==> config.mk <==
export PLATFORM = sky130hd
export DESIGN_NAME = opbc_top
export DESIGN_NICKNAME = d
export VERILOG_FILES = /design/src/rtl/opbc_pkg.sv /design/src/rtl/opbc_ones_counter.sv /design/src/rtl/opbc_bin_classifier.sv /design/src/rtl/opbc_labeler.sv /design/src/rtl/opbc_top.sv
export SDC_FILE = /design/constraint.sdc
export NUM_CORES = 2
export LEC_CHECK = 0
export ABC_CLOCK_PERIOD_IN_PS = 9000
export BUFFER_PORTS_ARGS = -buffer_cell sky130_fd_sc_hd__clkbuf_2
export CORE_ASPECT_RATIO = 2
export CORE_MARGIN = 3
export CORE_UTILIZATION = 30
export CTS_BUF_LIST = sky130_fd_sc_hd__clkbuf_4
export DETAILED_ROUTE_END_ITERATION = 16
export PLACE_DENSITY = 0.5
export SYNTH_ARGS = -nofsm -noshare
export SYNTH_HDL_FRONTEND = slang
export SYNTH_SLANG_ARGS = --single-unit
==> constraint.sdc <==
create_clock -name clk -period 9 [get_ports clk]
set_input_delay 0 -clock clk [delete_from_list [all_inputs] [get_ports clk]]
set_output_delay 0 -clock clk [all_outputs]
set_load 0.005 [all_outputs]
==> src/rtl/opbc_pkg.sv <==
package opbc_pkg;
  typedef enum logic [1:0] {
    ST_IDLE = 2'd0,
    ST_MEAS = 2'd1,
    ST_EMIT = 2'd2
  } opbc_state_e;

  // Map a bin number to its code: lower half keeps its value, upper half
  // is shifted up so that the last bin lands on all ones.
  function automatic int label_of(input int bin, input int nbins, input int cw);
    if (bin < nbins / 2) return bin;
    return (1 << cw) - nbins + bin;
  endfunction
endpackage

==> src/rtl/opbc_ones_counter.sv <==
module opbc_ones_counter #(
  parameter int WIN_LEN = 1024,
  localparam int IDX_W = $clog2(WIN_LEN),
  localparam int CNT_W = $clog2(WIN_LEN + 1)
) (
  input  logic             clk,
  input  logic             rst_n,
  input  logic             clear_i,
  input  logic             take_i,
  input  logic             bit_i,
  output logic [CNT_W-1:0] ones_o,
  output logic             last_o
);
  logic [IDX_W-1:0] idx_q;
  logic [CNT_W-1:0] ones_q;

  assign last_o = take_i && (idx_q == IDX_W'(WIN_LEN - 1));
  assign ones_o = ones_q;

  always_ff @(posedge clk) begin
    if (!rst_n || clear_i) begin
      idx_q  <= '0;
      ones_q <= '0;
    end else if (take_i) begin
      idx_q  <= last_o ? '0 : idx_q + IDX_W'(1);
      ones_q <= ones_q + CNT_W'(bit_i);
    end
  end

  assert_count_bounded_R3: assert property (@(posedge clk) disable iff (!rst_n)
    ones_q <= CNT_W'(WIN_LEN));
endmodule

==> src/rtl/opbc_bin_classifier.sv <==
module opbc_bin_classifier #(
  parameter int WIN_LEN  = 1024,
  parameter int NUM_BINS = 6,
  localparam int CNT_W  = $clog2(WIN_LEN + 1),
  localparam int BIN_W  = $clog2(NUM_BINS),
  localparam int PROD_W = CNT_W + 5
) (
  input  logic [CNT_W-1:0] ones_i,
  output logic [BIN_W-1:0] bin_o
);
  logic [PROD_W-1:0] scaled;

  assign scaled = PROD_W'(ones_i) * PROD_W'(NUM_BINS - 2);

  always_comb begin
    bin_o = BIN_W'(NUM_BINS - 1);
    if (ones_i == '0) begin
      bin_o = '0;
    end else if (ones_i != CNT_W'(WIN_LEN)) begin
      for (int k = NUM_BINS - 2; k >= 1; k--) begin
        if (scaled <= PROD_W'(k) * PROD_W'(WIN_LEN)) bin_o = BIN_W'(k);
      end
    end
  end
endmodule

==> src/rtl/opbc_labeler.sv <==
module opbc_labeler #(
  parameter int NUM_BINS = 6,
  localparam int CODE_W = $clog2(NUM_BINS)
) (
  input  logic [CODE_W-1:0] bin_i,
  output logic [CODE_W-1:0] code_o
);
  int lab;

  always_comb begin
    lab    = opbc_pkg::label_of(int'(bin_i), NUM_BINS, CODE_W);
    code_o = lab[CODE_W-1:0];
  end
endmodule

==> src/rtl/opbc_top.sv <==
module opbc_top #(
  parameter int NUM_SRC  = 256,
  parameter int WIN_LEN  = 1024,
  parameter int NUM_BINS = 6,
  localparam int SRC_W  = $clog2(NUM_SRC),
  localparam int CODE_W = $clog2(NUM_BINS),
  localparam int CNT_W  = $clog2(WIN_LEN + 1),
  localparam int RESP_W = NUM_SRC * CODE_W
) (
  input  logic              clk,
  input  logic              rst_n,
  input  logic              start_i,
  output logic [SRC_W-1:0]  src_sel_o,
  input  logic              smp_valid_i,
  input  logic              smp_bit_i,
  output logic              smp_ready_o,
  output logic              code_valid_o,
  input  logic              code_ready_i,
  output logic [CODE_W-1:0] code_data_o,
  output logic [SRC_W-1:0]  code_src_o,
  output logic              done_o,
  output logic [RESP_W-1:0] response_o
);
  import opbc_pkg::*;

  opbc_state_e       state_q;
  logic [SRC_W-1:0]  src_q;
  logic              done_q;
  logic [RESP_W-1:0] resp_q;
  logic              take, last, clear, consume;
  logic [CNT_W-1:0]  ones;
  logic [CODE_W-1:0] bin, code;

  assign smp_ready_o  = (state_q == ST_MEAS);
  assign code_valid_o = (state_q == ST_EMIT);
  assign take    = smp_ready_o && smp_valid_i;
  assign consume = code_valid_o && code_ready_i;
  assign clear   = ((state_q == ST_IDLE) && start_i) || consume;

  opbc_ones_counter #(.WIN_LEN(WIN_LEN)) cnt_i (
    .clk(clk), .rst_n(rst_n), .clear_i(clear), .take_i(take),
    .bit_i(smp_bit_i), .ones_o(ones), .last_o(last)
  );

  opbc_bin_classifier #(.WIN_LEN(WIN_LEN), .NUM_BINS(NUM_BINS)) cls_i (
    .ones_i(ones), .bin_o(bin)
  );

  opbc_labeler #(.NUM_BINS(NUM_BINS)) lab_i (
    .bin_i(bin), .code_o(code)
  );

  always_ff @(posedge clk) begin
    if (!rst_n) begin
      state_q <= ST_IDLE;
      src_q   <= '0;
      done_q  <= 1'b0;
      resp_q  <= '0;
    end else begin
      unique case (state_q)
        ST_IDLE: if (start_i) begin
          state_q <= ST_MEAS;
          src_q   <= '0;
          done_q  <= 1'b0;
        end
        ST_MEAS: if (last) state_q <= ST_EMIT;
        ST_EMIT: if (code_ready_i) begin
          resp_q[src_q*CODE_W +: CODE_W] <= code;
          if (src_q == SRC_W'(NUM_SRC - 1)) begin
            state_q <= ST_IDLE;
            done_q  <= 1'b1;
          end else begin
            state_q <= ST_MEAS;
            src_q   <= src_q + SRC_W'(1);
          end
        end
        default: state_q <= ST_IDLE;
      endcase
    end
  end

  assign src_sel_o   = src_q;
  assign code_src_o  = src_q;
  assign code_data_o = code;
  assign done_o      = done_q;
  assign response_o  = resp_q;

  assert_hold_while_stalled_R8: assert property (@(posedge clk) disable iff (!rst_n)
    (code_valid_o && !code_ready_i) |=> (code_valid_o && $stable(code_data_o) && $stable(code_src_o)));

  assert_src_advance_R9: assert property (@(posedge clk) disable iff (!rst_n)
    (consume && src_q != SRC_W'(NUM_SRC - 1)) |=> (src_sel_o == $past(src_sel_o) + SRC_W'(1)));

  assert_empty_code_R4: assert property (@(posedge clk) disable iff (!rst_n)
    (code_valid_o && ones == '0) |-> (code_data_o == '0));

  assert_full_code_R5: assert property (@(posedge clk) disable iff (!rst_n)
    (code_valid_o && ones == CNT_W'(WIN_LEN)) |-> (code_data_o == '1));

  assert_done_quiet_R11: assert property (@(posedge clk) disable iff (!rst_n)
    done_o |-> (!smp_ready_o && !code_valid_o));

  assert_start_ignored_R12: assert property (@(posedge clk) disable iff (!rst_n)
    (state_q == ST_MEAS && start_i && !last) |=> (state_q == ST_MEAS && $stable(src_sel_o)));
endmodule

### Word level (Yosys, flattened, before mapping)

Index checks and enable logic that the tools add are counted.

* flip-flop bits (word level): 800

* $add $sub $neg: 5
* multipliers: 1
* magnitude comparators: 5
* equality and inequality tests: 10
* shift operators: 2
* multiplexer cells: 24
* reductions and logical operators: 14

Operators by type and width (number)
* $bwmux W768: 1
* $shift A3 B34 Y768 const A: 1
* $shiftx A3 B34 Y768: 1
* $neg A10 Y34: 1
* $le A13 B12 Y1 const B: 2
* $mux W8: 3
* $mux W3: 7
* $pmux W8 S2: 1
* $le A13 B11 Y1 const B: 1
* $le A13 B13 Y1 const B: 1
* $add A11 B1 Y11: 1
* $logic_not A11 Y1: 1
* $ne A11 B11 Y1 const B: 1
* $add A10 B1 Y10 const B: 1
* $eq A10 B10 Y1 const B: 1
* $mul A8 B2 Y10 const B: 1
* $mux W10: 1
* $add A8 B1 Y8 const B: 1
* $eq A8 B8 Y1 const B: 1
* $reduce_and A4 Y1: 2
* $mux W1: 6
* $mux W2: 3
* $ne A2 B1 Y1 const B: 3
* $pmux W2 S3: 1
* other kinds (13): 18

### Logic depth before layout (Yosys ltp)

* depth after elaboration: 12
* mapped depth: 14
* mapped depth without buffers: 13

### By module

Synthesis repeated with hierarchy kept, for this count alone.

* cells, all modules: 3300
* area total of the unflattened synthesis: 33440.8 um2

By module, submodules not included
* opbc_top: instances 1, cells each 3175, area an instance 32349.8 um2
* opbc_ones_counter: instances 1, cells each 110, area an instance 964.7 um2
* opbc_bin_classifier: instances 1, cells each 9, area an instance 81.3 um2
* opbc_labeler: instances 1, cells each 6, area an instance 45.0 um2

### Worst setup path before layout

No wires, ideal clock.

* path kind: flip-flop to flip-flop
* start: register src_q[0] (netlist: code_src_o[0])
* end: register resp_q[167] (netlist: response_o[167])
* library setup time: 0.070 ns
* arrival: 2.959 ns
* path slack: 5.971 ns
* stages on the path, launching flop included: 12
* clock period less this slack: 3.029 ns
* cell sequence: dfxtp_1 > buf_2 > buf_2 > inv_1 > ha_1 > buf_6 > buf_2 > nor3b_1 > a211oi_1 > o21ai_0 > or4_1 > a21oi_1

* word-level cells in the longest chain between the ends: 4

RTL lines
* start, declared: line opbc_top.sv:27 `logic [SRC_W-1:0] src_q;`
* start signal, assigned: line opbc_top.sv:74 `src_q <= src_q + SRC_W'(1);`
* $mul A8 B2 Y10 (*): line opbc_top.sv:68 `resp_q[src_q*CODE_W +: CODE_W] <= code;`
* $neg A10 Y34 (*): line opbc_top.sv:68
* $shiftx A3 B34 Y768 or $shift A3 B34 Y768 (tied branches): line opbc_top.sv:68
* $bwmux W768 (*): line opbc_top.sv:68
* end signal, assigned by index: line opbc_top.sv:68
* end, declared: line opbc_top.sv:29 `logic [RESP_W-1:0] resp_q;`

Every way passes the cells marked *; elsewhere a longest branch is shown, timed or not.
A chain may end at the register's enable or synchronous reset.

### Final worst setup path

* start: register cnt_i.ones_q[2] (netlist: cnt_i.ones_o[2])
* end: output code_data_o[2]

* word-level cells in the longest chain between the ends: 10

RTL lines
* start, declared: line opbc_ones_counter.sv:15 `logic [CNT_W-1:0] ones_q;`
* start signal, assigned: line opbc_ones_counter.sv:26 `ones_q <= ones_q + CNT_W'(bit_i);`
* $le A13 B13 Y1: line opbc_bin_classifier.sv:21 `if (scaled <= PROD_W'(k) * PROD_W'(WIN_LEN)) bin_o = BIN_W'(k);`
* $mux W1: line opbc_bin_classifier.sv:21
* $mux W3 (3 in a row): line opbc_bin_classifier.sv:21
* $mux W3: line opbc_bin_classifier.sv:19 `end else if (ones_i != CNT_W'(WIN_LEN)) begin`
* $mux W3 (*): line opbc_bin_classifier.sv:17 `if (ones_i == '0) begin`
* $lt A3 B2 Y1: line opbc_pkg.sv:11 `if (bin < nbins / 2) return bin;`
* $mux W3 or $mux W1 (tied branches): line opbc_pkg.sv:11
* $mux W3 (*): line opbc_pkg.sv:12 `return (1 << cw) - nbins + bin;`
* end, declared: line opbc_top.sv:19 `output logic [CODE_W-1:0] code_data_o,`

Marked as above.

==> metrics <==
skew final=0.0854 ns; Synth top cells by count=800 x dfxtp_1, 660 x nand2_1, 595 x mux2i_1; die width=237 um; largest net degree at the start of global routing=102; RePlAce Congestion=0.888; CTS Buffer Depth=3; maxcap violations=0; Psw=1.64 mW; Post-Syn Area=32100 um2; area grow syn2layout=24.9%; internal power=5.09 mW; fill count=11077; Worst R2R Start=code_src_o[0]; maximum clock rate=197 MHz; final hold vios=0; Slew headroom=12.3%; Sink Count=800; Die Area=111000 um2; slowest stage cell, crit path=nor4_1; static leakage power=16.6 nW; core area=106000 um2; largest area contributor in the netlist=dfxtp_1; Placement Cell Area=37400 um2; asr flop ratio synth=0%; syn nets=3485; GR Overflow Total=0; IO buf count=795; Worst path most repeated cell=nand2_1; antenna viol nets, final=0; Final setup viols=0; register area share after synthesis=50.0%; CP Class=reg -> out; H-Tree Depth=4; most common cell in the netlist=dfxtp_1; Crit. End Element=primary output; outcome=completed; Routed WL=156000 um; first-pass GRT wire length=217000 um; Power Density=168 nW/um2; post-synth cell types=69; Worst-path clk slew=0.06 ns; Comb power frac=1.3%; EDFF count, synth=0; setup total negative slack=0 ns; num rows=169; hold_sp=code_ready_i; Final Max Tran Viols=0; WL/cell=26.9 um; share of the synthesized area in the top cell type=50.0%; YS warnings=0; Largest stage delay, worst path=0.76 ns; layout cell share with drive strength beyond 1=29.1%; Remaining DRCs=0; initial antenna violation count=7; Clk pwr share=46.1%; number of cells produced by synthesis=3470; placed cell count=5452; Crit path required time=9.00 ns; TritonCTS clock tree=yes; crit path max fanout=19; fin crit share=56.3%; DR pass1 iterations=5; Non-Filler Instances=5808; Root Buffer=clkbuf_4; GRT Total Usage=27.4%; #FFs+latches synth=800; Layout Nets=4307; via/cell ratio=4.98; hpwl dp=118000 um; Starting Density=30.2%; # resized after CTS=0; Inserted Clock Buffers=190; Seq pwr share=52.5%; CP Cell Sequence=nor4_1 > nand2_1 > nand2_1 > xnor2_1 > nor2_1 > ha_1 > a21oi_1 > nand3_1 > nand3_2 > buf_4 > clkinv_1 > clkbuf_2; I/O pins=796; final core utilization=37.7%; worst hold path class=in -> reg; worst-margin pin slew=1.30 ns; hold_buf cts=16; top_reg_cell synth=dfxtp_1; post-CTS setup buffers=0; sw frac=24.4%; Vias=28916; maximum vdd drop=0.119 mV; Skew-Pair Late Insertion Delay=1.18 ns; min Tclk post-route=5.06 ns; Worst Path Arrival=5.06 ns; Hold WS=0.192 ns; unrepaired setup endpoints after global routing=no; CP Launch Type=flop; Synth area leaders=dfxtp_1 50%, mux2i_1 19%, nand2_1 7.7%, nor2_1 4.8%, nand3_1 3.1%; die height=468 um; Synth Area per Inst=9.24 um2; number of global-route vias before repair=29305; drt initial violations=1461; post-route design area=40000 um2; crit path from=cnt_i.ones_o[2]
## power by group through the flow
stage	clock network, mW	registers, mW	logic [mW]
2_1_floorplan	0	3.62	0.0569
3_3_place_gp	0	3.62	0.0848
3_5_place_dp	0	3.62	0.0842
4_1_cts	3.20	3.54	0.0916
5_1_grt	3.36	3.54	0.0978
6_report	3.11	3.54	0.0905
## flip-flops by register name, summed over array words and instances (netlist names)
| register | cells |
|---|---|
| cnt_i.idx_q | 10 |
| cnt_i.ones_o | 11 |
| code_src_o | 8 |
| done_o | 1 |
| response_o | 768 |
| state_q | 2 |
## kinds of logic (layout without fill, tap and decap cells)
| kind of cell | after synthesis | in the layout | synth area share (%) |
|---|---|---|---|
| flops | 800 | 800 | 50.0 |
| simple gates | 1529 | 1529 | 22.2 |
| buf+inv | 267 | 1232 | 3.65 |
| compound gates | 237 | 237 | 4.27 |
| other cells | 0 | 5 | 0 |
| xor+xnor | 27 | 27 | 0.738 |
| mux | 601 | 601 | 18.8 |
| fa+ha+maj | 9 | 9 | 0.351 |
## layer usage
layer / up-vias / share of wire, % / GRT usage (%) / wire length (um)
met5: - / 0.019 / 0 / 30
met4: 4 / 4.9 / 13.6 / 7600
li1: 13567 / - / - / -
met2: 1225 / 50 / 49.5 / 78900
met3: 271 / 9.6 / 10.3 / 15000
met1: 13849 / 35 / 27.6 / 54800
## path summary, 6_finish.rpt
kind | end | slack, ns | depth (start not counted)
min | code_src_o[0] | 0.19 | 6
min reg2reg | response_o[313] | 0.46 | 2
max reg2reg | response_o[715] | 4.35 | 9
max | code_data_o[2] | 3.94 | 12
## final cells by class
cell class	count	area (um2)	share of cell area, %
well taps	1368	1710	4.27
inverters	19	78.8	0.197
diodes	5	12.5	0.0313
clock inverters	61	394	0.984
multi-input cells	2403	15100	37.7
repair buffers	878	4670	11.7
clock buffers	274	2060	5.14
flip-flops and latches	800	16000	40.0
## cell usage in the layout, fill, tap and decap left out, types with 13 or more instances in the layout
cell           instances
mux2i_1              595
nor2_2                18
clkbuf_2             794
a211oi_1              17
nor4_1                14
nor3_1                25
dlygate4sd3_1         15
inv_1                 15
o21ai_0              151
nand4_1               51
xor2_1                17
a21oi_1               26
nand2_1              659
nor2b_1               14
nor2_1               388
clkbuf_4             274
clkinv_1              48
nor3_2                31
dfxtp_1              800
buf_4                 67
nor2_4                13
or3_1                 20
nor3_4                25
nand3_1              194
## metrics by stage
step	worst slack [ns]	power [mW]
6_report	3.94	6.74
5_1_grt	3.67	6.99
4_1_cts	3.82	6.83
3_5_place_dp	4.44	3.70
3_3_place_gp	4.33	3.71
2_1_floorplan	5.97	3.68
## critical path: cells and delay by family, from the launching register on
kind            cells  cell delay (ns)
compound gates      1             0.15
xor+xnor            1             0.11
fa+ha+maj           1             0.22
buf+inv             3             1.42
flops               1             0.37
simple gates        6             1.65
No activity file was read; power rests on OpenSTA's default activity.
